--- src/rtl/cxe_csr_pkg.sv ---
package cxe_csr_pkg;
    typedef enum logic [1:0] {
        RIX_SRC = 2'd0,
        RIX_DST = 2'd1,
        RIX_CMD = 2'd2,
        RIX_CTL = 2'd3
    } reg_ix_e;

    localparam int unsigned SRST_BIT = 0;
    localparam int unsigned POLL_BIT = 1;
    localparam int unsigned SBST_LO  = 0;
    localparam int unsigned DBST_LO  = 3;
    localparam int unsigned CKEN_BIT = 6;
    localparam int unsigned INPL_BIT = 7;
    localparam int unsigned LOOP_BIT = 8;
endpackage

--- src/rtl/cxe_csr_cfg.sv ---
module cxe_csr_cfg
    import cxe_csr_pkg::*;
#(
    parameter int unsigned DATA_W  = 32,
    parameter int unsigned NUM_EVT = 5,
    parameter int unsigned EVT_LSB = 11,
    parameter int unsigned BST_W   = 3,
    parameter int unsigned SEL_W   = 2
) (
    input  logic               clk,
    input  logic               rst_n,
    input  logic               wr_src,
    input  logic               wr_dst,
    input  logic               wr_ctl,
    input  logic [DATA_W-1:0]  wdata,
    output logic [DATA_W-1:0]  src_base,
    output logic [DATA_W-1:0]  dst_base,
    output logic [NUM_EVT-1:0] ien,
    output logic               loop_en,
    output logic               inpl_en,
    output logic               cken,
    output logic [BST_W-1:0]   dst_code,
    output logic [BST_W-1:0]   src_code,
    output logic [SEL_W-1:0]   dst_sel,
    output logic [SEL_W-1:0]   src_sel
);
    localparam int unsigned MAX_SEL = (1 << SEL_W) - 1;
    localparam int unsigned NCH     = 2;

    typedef struct packed {
        logic [DATA_W-1:0]  src;
        logic [DATA_W-1:0]  dst;
        logic [NUM_EVT-1:0] ien;
        logic               loop;
        logic               inpl;
        logic               cken;
        logic [BST_W-1:0]   dbst;
        logic [BST_W-1:0]   sbst;
    } cfg_t;

    cfg_t cfg_d, cfg_q;

    always_comb begin
        cfg_d = cfg_q;
        if (wr_src) cfg_d.src = wdata;
        if (wr_dst) cfg_d.dst = wdata;
        if (wr_ctl) begin
            cfg_d.ien  = wdata[EVT_LSB +: NUM_EVT];
            cfg_d.loop = wdata[LOOP_BIT];
            cfg_d.inpl = wdata[INPL_BIT];
            cfg_d.cken = wdata[CKEN_BIT];
            cfg_d.dbst = wdata[DBST_LO +: BST_W];
            cfg_d.sbst = wdata[SBST_LO +: BST_W];
        end
    end

    always_ff @(posedge clk or negedge rst_n) begin
        if (!rst_n) cfg_q <= '0;
        else        cfg_q <= cfg_d;
    end

    // burst code limiter, one per DMA direction
    logic [NCH-1:0][BST_W-1:0] code_w;
    logic [NCH-1:0][SEL_W-1:0] sel_w;
    assign code_w[0] = cfg_q.sbst;
    assign code_w[1] = cfg_q.dbst;

    for (genvar ch = 0; ch < NCH; ch++) begin : g_clamp
        always_comb begin
            if (int'(code_w[ch]) > int'(MAX_SEL)) sel_w[ch] = SEL_W'(MAX_SEL);
            else                                  sel_w[ch] = code_w[ch][SEL_W-1:0];
        end
    end

    assign src_base = cfg_q.src;
    assign dst_base = cfg_q.dst;
    assign ien      = cfg_q.ien;
    assign loop_en  = cfg_q.loop;
    assign inpl_en  = cfg_q.inpl;
    assign cken     = cfg_q.cken;
    assign dst_code = cfg_q.dbst;
    assign src_code = cfg_q.sbst;
    assign src_sel  = sel_w[0];
    assign dst_sel  = sel_w[1];

    assert_src_base_hold_R2: assert property (@(posedge clk) disable iff (!rst_n)
        !wr_src |=> $stable(src_base));
    assert_dst_base_hold_R2: assert property (@(posedge clk) disable iff (!rst_n)
        !wr_dst |=> $stable(dst_base));
    assert_src_limit_R10: assert property (@(posedge clk) disable iff (!rst_n)
        (int'(src_code) >= int'(MAX_SEL)) |-> (src_sel == SEL_W'(MAX_SEL)));
    assert_dst_limit_R10: assert property (@(posedge clk) disable iff (!rst_n)
        (int'(dst_code) >= int'(MAX_SEL)) |-> (dst_sel == SEL_W'(MAX_SEL)));
    assert_sel_hold_R10: assert property (@(posedge clk) disable iff (!rst_n)
        !wr_ctl |=> ($stable(src_sel) && $stable(dst_sel)));
endmodule

--- src/rtl/cxe_csr_cmd.sv ---
module cxe_csr_cmd #(
    parameter int unsigned NUM_EVT = 5
) (
    input  logic               clk,
    input  logic               rst_n,
    input  logic               wr_cmd,
    input  logic [NUM_EVT-1:0] w1c_bits,
    input  logic               poll_bit,
    input  logic               srst_bit,
    output logic [NUM_EVT-1:0] clr_mask,
    output logic               poll_kick,
    output logic               soft_rst
);
    typedef struct packed {
        logic poll;
        logic srst;
    } cmd_t;

    cmd_t cmd_d, cmd_q;

    always_comb begin
        cmd_d      = '0;
        clr_mask   = '0;
        if (wr_cmd) begin
            cmd_d.poll = poll_bit;
            cmd_d.srst = srst_bit;
            clr_mask   = w1c_bits | {NUM_EVT{srst_bit}};
        end
    end

    always_ff @(posedge clk or negedge rst_n) begin
        if (!rst_n) cmd_q <= '0;
        else        cmd_q <= cmd_d;
    end

    assign poll_kick = cmd_q.poll;
    assign soft_rst  = cmd_q.srst;

    assert_poll_src_R7: assert property (@(posedge clk) disable iff (!rst_n)
        poll_kick |-> $past(wr_cmd && poll_bit));
    assert_srst_src_R8: assert property (@(posedge clk) disable iff (!rst_n)
        soft_rst |-> $past(wr_cmd && srst_bit));
endmodule

--- src/rtl/cxe_csr_pend.sv ---
module cxe_csr_pend #(
    parameter int unsigned NUM_EVT = 5
) (
    input  logic               clk,
    input  logic               rst_n,
    input  logic [NUM_EVT-1:0] evt,
    input  logic [NUM_EVT-1:0] clr,
    input  logic [NUM_EVT-1:0] ien,
    output logic [NUM_EVT-1:0] pend,
    output logic               irq
);
    typedef struct packed {
        logic [NUM_EVT-1:0] pend;
        logic               irq;
    } pnd_t;

    pnd_t pnd_d, pnd_q;

    always_comb begin
        pnd_d      = pnd_q;
        pnd_d.pend = (pnd_q.pend & ~clr) | evt;
        pnd_d.irq  = |(pnd_q.pend & ien);
    end

    always_ff @(posedge clk or negedge rst_n) begin
        if (!rst_n) pnd_q <= '0;
        else        pnd_q <= pnd_d;
    end

    assign pend = pnd_q.pend;
    assign irq  = pnd_q.irq;

    for (genvar i = 0; i < NUM_EVT; i++) begin : g_chk
        assert_evt_sets_R3: assert property (@(posedge clk) disable iff (!rst_n)
            evt[i] |=> pend[i]);
        assert_clr_drops_R4: assert property (@(posedge clk) disable iff (!rst_n)
            (clr[i] && !evt[i]) |=> !pend[i]);
        assert_flag_holds_R4: assert property (@(posedge clk) disable iff (!rst_n)
            (pend[i] && !clr[i]) |=> pend[i]);
    end

    assert_irq_cause_R6: assert property (@(posedge clk) disable iff (!rst_n)
        irq |-> $past(|(pend & ien)));
endmodule

--- src/rtl/cxe_csr_top.sv ---
module cxe_csr_top
    import cxe_csr_pkg::*;
#(
    parameter int unsigned DATA_W  = 32,
    parameter int unsigned NUM_EVT = 5,
    parameter int unsigned EVT_LSB = 11,
    parameter int unsigned BST_W   = 3,
    parameter int unsigned SEL_W   = 2
) (
    input  logic               clk,
    input  logic               rst_n,
    input  logic               bus_wr,
    input  logic               bus_rd,
    input  logic [1:0]         bus_addr,
    input  logic [DATA_W-1:0]  bus_wdata,
    output logic [DATA_W-1:0]  bus_rdata,
    input  logic [NUM_EVT-1:0] evt_pulse,
    output logic               irq,
    output logic               poll_kick,
    output logic               soft_rst,
    output logic [DATA_W-1:0]  src_ring_base,
    output logic [DATA_W-1:0]  dst_ring_base,
    output logic               loopback_en,
    output logic               inplace_wb_en,
    output logic               eng_clk_en,
    output logic [SEL_W-1:0]   dst_burst_sel,
    output logic [SEL_W-1:0]   src_burst_sel
);
    logic wr_src, wr_dst, wr_cmd, wr_ctl;
    logic [NUM_EVT-1:0] ien, pend, clr_mask;
    logic [BST_W-1:0]   dst_code, src_code;

    assign wr_src = bus_wr && (bus_addr == RIX_SRC);
    assign wr_dst = bus_wr && (bus_addr == RIX_DST);
    assign wr_cmd = bus_wr && (bus_addr == RIX_CMD);
    assign wr_ctl = bus_wr && (bus_addr == RIX_CTL);

    cxe_csr_cfg #(
        .DATA_W (DATA_W), .NUM_EVT(NUM_EVT), .EVT_LSB(EVT_LSB),
        .BST_W  (BST_W),  .SEL_W  (SEL_W)
    ) u_cfg (
        .clk      (clk),
        .rst_n    (rst_n),
        .wr_src   (wr_src),
        .wr_dst   (wr_dst),
        .wr_ctl   (wr_ctl),
        .wdata    (bus_wdata),
        .src_base (src_ring_base),
        .dst_base (dst_ring_base),
        .ien      (ien),
        .loop_en  (loopback_en),
        .inpl_en  (inplace_wb_en),
        .cken     (eng_clk_en),
        .dst_code (dst_code),
        .src_code (src_code),
        .dst_sel  (dst_burst_sel),
        .src_sel  (src_burst_sel)
    );

    cxe_csr_cmd #(.NUM_EVT(NUM_EVT)) u_cmd (
        .clk       (clk),
        .rst_n     (rst_n),
        .wr_cmd    (wr_cmd),
        .w1c_bits  (bus_wdata[EVT_LSB +: NUM_EVT]),
        .poll_bit  (bus_wdata[POLL_BIT]),
        .srst_bit  (bus_wdata[SRST_BIT]),
        .clr_mask  (clr_mask),
        .poll_kick (poll_kick),
        .soft_rst  (soft_rst)
    );

    cxe_csr_pend #(.NUM_EVT(NUM_EVT)) u_pend (
        .clk   (clk),
        .rst_n (rst_n),
        .evt   (evt_pulse),
        .clr   (clr_mask),
        .ien   (ien),
        .pend  (pend),
        .irq   (irq)
    );

    // read path
    typedef struct packed {
        logic [DATA_W-1:0] rdata;
    } rd_t;

    rd_t rd_d, rd_q;
    logic [DATA_W-1:0] rd_mux;

    always_comb begin
        rd_mux = '0;
        unique case (bus_addr)
            RIX_SRC: rd_mux = src_ring_base;
            RIX_DST: rd_mux = dst_ring_base;
            RIX_CMD: rd_mux[EVT_LSB +: NUM_EVT] = pend;
            RIX_CTL: begin
                rd_mux[EVT_LSB +: NUM_EVT] = ien;
                rd_mux[LOOP_BIT]           = loopback_en;
                rd_mux[INPL_BIT]           = inplace_wb_en;
                rd_mux[CKEN_BIT]           = eng_clk_en;
                rd_mux[DBST_LO +: BST_W]   = dst_code;
                rd_mux[SBST_LO +: BST_W]   = src_code;
            end
            default: rd_mux = '0;
        endcase
        rd_d = rd_q;
        if (bus_rd) rd_d.rdata = rd_mux;
    end

    always_ff @(posedge clk or negedge rst_n) begin
        if (!rst_n) rd_q <= '0;
        else        rd_q <= rd_d;
    end

    assign bus_rdata = rd_q.rdata;

    assert_srst_clears_R8: assert property (@(posedge clk) disable iff (!rst_n)
        soft_rst |-> ((pend & ~$past(evt_pulse)) == '0));
    assert_rdata_hold_R11: assert property (@(posedge clk) disable iff (!rst_n)
        !bus_rd |=> $stable(bus_rdata));
    assert_kick_onehot_R7: assert property (@(posedge clk) disable iff (!rst_n)
        $onehot0({poll_kick, soft_rst}) || $past(wr_cmd));
endmodule

--- config.mk ---
export PLATFORM = sky130hd
export DESIGN_NAME = cxe_csr_top
export DESIGN_NICKNAME = d
export VERILOG_FILES = /design/src/rtl/cxe_csr_pkg.sv /design/src/rtl/cxe_csr_cfg.sv /design/src/rtl/cxe_csr_cmd.sv /design/src/rtl/cxe_csr_pend.sv /design/src/rtl/cxe_csr_top.sv
export SDC_FILE = /design/constraint.sdc
export NUM_CORES = 1
export LEC_CHECK = 0
export BUFFER_PORTS_ARGS = -buffer_cell sky130_fd_sc_hd__buf_4
export CORE_AREA = 2 2 107 109
export DETAILED_ROUTE_END_ITERATION = 12
export DIE_AREA = 0 0 109 111
export GPL_TIMING_DRIVEN = 0
export HOLD_SLACK_MARGIN = 0.02
export PLACE_DENSITY = 0.74
export SETUP_SLACK_MARGIN = 0.5
export SYNTH_ARGS = -nofsm -noshare
export SYNTH_HDL_FRONTEND = slang
export SYNTH_SLANG_ARGS = --single-unit
--- constraint.sdc ---
create_clock -name clk -period 0.85 [get_ports clk]
set_input_delay 0.1275 -clock clk [delete_from_list [all_inputs] [get_ports clk]]
set_output_delay 0.1275 -clock clk [all_outputs]
set_load 0.03 [all_outputs]
# Yosys cells after proc, flatten, opt, wreduce, memory -nomap -nowiden

Cells that the tools add are included.
Widths: inputs -> output; s select.

Bits in registers: 118
Input bits: 43
Output and inout bits: 106

Magnitude comparators: 2
Equal/unequal tests: 3
Mux-type cells: 8
Bitwise gates (word level): 5
Reductions and logical operators: 6

Operators with widths:

| operator           | number |
|---|---|
| $pmux 16 s2        | 1 |
| $pmux 9 s3         | 1 |
| $pmux 5 s4         | 1 |
| $and 5x5->5        | 2 |
| $or 5x5->5         | 2 |
| $gt 3x2->1 const B | 2 |
| $mux 2             | 3 |
| $mux 5             | 1 |
| $not 5->5          | 1 |
| $reduce_or 5->1    | 1 |
| $eq 2x2->1 const B | 2 |
| $logic_and 1x1->1  | 4 |
| $pmux 2 s2         | 1 |
| $eq 2x1->1 const B | 1 |
| $logic_not 2->1    | 1 |

# Logic depth before layout (Yosys ltp)

Word-level depth: 6
Gate-level depth with buffers: 6

# By module

Synthesis repeated with hierarchy kept, for this count alone.

Cells, all modules: 361
Area, all modules: 5307.6 um^2

Modules (own cells, without submodules):

| module       | times used | cells each | area each (um^2) |
|---|---|---|---|
| cxe_csr_cfg  | 1          | 169        | 3234.4 |
| cxe_csr_top  | 1          | 164        | 1745.4 |
| cxe_csr_pend | 1          | 19         | 227.7 |
| cxe_csr_cmd  | 1          | 9          | 100.1 |

# Least setup slack after synthesis

No wires, ideal clock.

Path kind: in2reg
Start point: input bus_addr[0]
End point: register u_cfg.cfg_q, in the netlist u_cfg.src_base[10]
Library setup time: 125 ps
Data arrival time: 1042 ps
Required time: 725 ps
Slack: -317 ps
Stages on the path: 4
Cell sequence: buf_2 -> nor3b_4 -> buf_4 -> mux2_2

Cells in the longest elaborated chain, start to end: 2

RTL lines:

| item                 | line              | RTL |
|---|---|---|
| from (decl)          | cxe_csr_top.sv:14 | `input logic [1:0] bus_addr,` |
| $logic_not 2->1      | cxe_csr_top.sv:33 | `assign wr_src = bus_wr && (bus_addr == RIX_SRC);` |
| $logic_and 1x1->1    | cxe_csr_top.sv:33 |  |
| to (signal assigned) | cxe_csr_cfg.sv:59 | `else cfg_q <= cfg_d;` |
| to (decl)            | cxe_csr_cfg.sv:41 | `cfg_t cfg_d, cfg_q;` |

No other way between the ends.
A chain may end at the register's enable or synchronous reset.

# Worst setup path after layout

Start point: register u_cfg.cfg_q, in the netlist u_cfg.src_code[2]
End point: output src_burst_sel[1]

Cells in the longest elaborated chain, start to end: 2

RTL lines:

| item       | line              | RTL |
|---|---|---|
| $gt 3x2->1 | cxe_csr_cfg.sv:70 | `if (int'(code_w[ch]) > int'(MAX_SEL)) sel_w[ch] = SEL_W'(MAX_SEL);` |
| $mux 2     | cxe_csr_cfg.sv:70 |  |
| to (decl)  | cxe_csr_top.sv:27 | `output logic [SEL_W-1:0] src_burst_sel` |

No other way between the ends.

==> summary.md <==
| Metric | Value |
|---|---|
| Crit. End Element | `primary output` |
| CTS clk-pin slew, worst paths | `~0.06 ns` |
| Via count | `between 4000 and 5000` |
| Fillers | `about 570` |
| Dpl hpwl | `8870 um` |
| Post-DP Area | `0.00659 mm^2` |
| Synth warn | `0` |
| Setup Viol. Count Final | `between 200 and 250` |
| Crit-path max FO | `3` |
| Synth Flop Type | `dfrtp_1` |
| Fin Setup TNS | `-36.68 ns` |
| Routed WL | `roughly 18000 um` |
| WL per Instance | `22.4 um` |
| Max-Slew Margin vs Limit | `60.4%` |
| Leakage power | `~4.2 nW` |
| Crit path kind | `register to primary output` |
| IO buf count | `146` |
| RSZ-0062 raised after global routing | `true` |
| Minimum clock period | `1.34 ns` |
| Die W | `109 um` |
| Core area | `0.0111 mm^2` |
| Synth-to-layout area growth | `82.8%` |
| Initial DRT Pass Iterations | `5` |
| Worst EP arrival | `1.22 ns` |
| Drt drc | `0` |
| Row cnt | `39` |
| Die H | `111 um` |
| Final period util | `158%` |
| Post-synth EDFFs | `0` |
| Sw power | `~7.4 mW` |
| Net Sw Frac | `31.3%` |
| Internal Power | `16.3 mW` |
| Design area | `0.00904 mm^2` |
| Combinational power share | `36.4%` |
| Mapped Cells | `353` |
| Antenna-violating nets left | `0` |
| Count of different cell masters after synthesis | `27` |
| Number of global-route vias before repair | `4565` |
| Synthesized area | `between 0.004 and 0.005 mm^2` |
| Via/cell ratio | `~5.3` |
| Peak supply drop | `1.33 mV` |
| Failing checks | `hold timing, setup timing` |
| Startpoint types | `register` |
| Req. time, crit path | `~0.7 ns` |
| Avg Inst Size Synth | `about 14 um^2` |
| Cell Count, Final, Fillers Out | `roughly 780` |
| Clock root buffer master | `clkbuf_16` |
| F_max | `745 MHz` |
| I/O pin count | `149` |
| Final hold violation count | `151` |
| Worst Hold Class | `primary input to asynchronous set/reset pin` |
| Final setup margin | `-0.493 ns` |
| # diodes | `0` |
| Ys async rst share | `100%` |
| Initial core utilization | `44.6%` |
| Seq/Total Area, Yosys | `59.7%` |
| Initial antenna violation count | `0` |
| Fraction of layout cells with a size suffix above 1 | `approximately 77%` |
| CTS max path bufs | `2` |
| Global route overflow | `0` |
| First-pass GRT wire length | `25200 um` |
| Clock Skew | `0.0111 ns` |
| Clock sink count | `118` |
| Worst-Skew Late Latency | `0.41 ns` |
| Dpl cells | `between 600 and 700` |
| Pre-CTS setup slack | `-0.547 ns` |
| NumNets Final | `approximately 670` |
| GRT Total Usage | `27.6%` |
| Largest net degree at the start of global routing | `49` |
| Yosys reg bits | `approximately 120` |
| Status | `complete, but fails checks` |
| Flop pwr share | `32.4%` |
| Die Area | `0.0121 mm^2` |
| Reg2Reg Depth | `2` |
| Syn nets | `396` |
| CTS tree | `done` |
| MaxCap Viol Count | `0` |
| Slew Limit Fails | `0` |
| Critical R2R Capture | `u_pend.irq` |
| Reg2Reg Launch Point | `u_cfg.ien[0]` |
| CTS H-tree lvls | `4` |
| GP Congestion | `0.774` |
| Hold slack final | `-0.426 ns` |
| Worst R2R Setup Slack | `-0.32 ns` |
| CTS Buf Count | `17` |
| Clock Power Share | `31.2%` |
| 1st-iter DRT viols | `176` |
| Power Density | `2620 mW/mm^2` |
| Worst-Margin Slew | `0.594 ns` |
[cells by family (layout without fill, tap and decap cells)]
group,after synthesis,in the layout,share of synthesized area (%)
flops,118,118,59.7
buf+inv,40,328,4.02
compound gates,53,53,7.52
simple gates,27,27,3.49
mux,115,115,25.3
[cell type report]
class,instances,area (um^2),area share [%]
Clock buffer,23,478,5.29
Timing Repair Buffer,256,2740,30.4
Inverter,18,67.6,0.748
Sequential cell,118,3060,33.8
Clock inverter,9,125,1.38
Buffer,22,228,2.52
Multi-Input combinational cell,195,2160,23.9
Tap cell,143,179,1.98
[Yosys cell counts, types with 3 or more instances]
cell type  instances  area share [%]
mux2_2            76              17
o21ai_0            5            0.51
nand3_1            9            0.91
nand2b_1           6            0.76
o221ai_1           5            0.89
dfrtp_1          118              60
inv_1             18             1.4
o22ai_1           18             2.3
a21o_1             5            0.76
o21a_1             9             1.4
mux2i_1           37             7.5
buf_2              3            0.30
buf_4             11             1.7
clkbuf_1           5            0.38
o211ai_1           9             1.4
or2_2              4            0.51
[through the flow]
step	util [%]	power (mW)
2_1_floorplan	-	10.9
3_3_place_gp	59.2	12.9
3_5_place_dp	59.5	13.1
4_1_cts	77.8	22.7
5_1_grt	81.6	24.5
6_report	81.6	23.7
[power by group through the flow]
stage               clock, mW  sequential [mW]  combinational (mW)
finish                   7.39             7.69                8.63
global route             7.71             7.76                9.00
CTS                      7.35             7.56                7.78
detailed placement          0             7.56                5.54
global placement            0             7.50                5.44
floorplan                   0             9.11                1.75
[repair_timing]
item,in CTS,in global routing
resized for setup,200,60
endpoints found under the setup margin,296,260
hold endpoints to repair,163,161
pin swaps,6,6
buffers inserted,86,21
cloned,2,0
[per-layer routing]
metal  vias to the layer above  global-route usage (%)  part of all wire, %
li1                       1822                       -                    -
met1                      2145                    33.7                   39
met2                       152                    47.0                   53
met3                        39                    6.17                  5.3
met4                         0                    10.4                  2.9
met5                         -                       0                    0
[how the worst max path moves through the flow]
stage | start | end | cells past startpoint
2_1_floorplan | bus_addr[0] | u_cfg.src_base[10] | 4
3_3_place_gp | rst_n | u_cmd.soft_rst | 1
3_5_place_dp | bus_addr[1] | u_cfg.src_base[8] | 4
4_1_cts | u_cfg.dst_code[2] | dst_burst_sel[1] | 2
5_1_grt | u_cfg.src_code[2] | src_burst_sel[1] | 2
6_report | u_cfg.src_code[2] | src_burst_sel[1] | 2
[flip-flops by register name, summed over array words and instances (netlist names), 3 cells and up]
register and cells:
bus_rdata 32, u_cfg.dst_base 32, u_cfg.dst_code 3, u_cfg.ien 5, u_cfg.src_base 32, u_cfg.src_code 3, u_pend.pend 5
[cells in the final DEF (no fill, tap or decap), types with 4 or more instances in the layout]
master,synthesis,routed
o21a_1,9,9
mux2_4,0,60
clkbuf_1,5,6
or2_4,0,4
buf_4,11,55
mux2i_2,0,6
nand3_1,9,7
buf_12,0,6
o221ai_1,5,5
clkinv_2,0,4
dfrtp_2,0,83
dfrtp_1,118,35
inv_1,18,17
nand2b_1,6,6
clkbuf_16,0,17
buf_6,0,202
o211ai_1,9,9
mux2i_4,0,5
o22ai_1,18,15
mux2i_1,37,26
mux2_2,76,18
buf_8,0,4
a21o_1,5,5
[worst max-delay path: stages (launching register included)]
cell     delay [ns]
dfrtp_1        0.42
or2_4          0.25
buf_6          0.14
No activity file was read; power rests on OpenSTA's default activity.
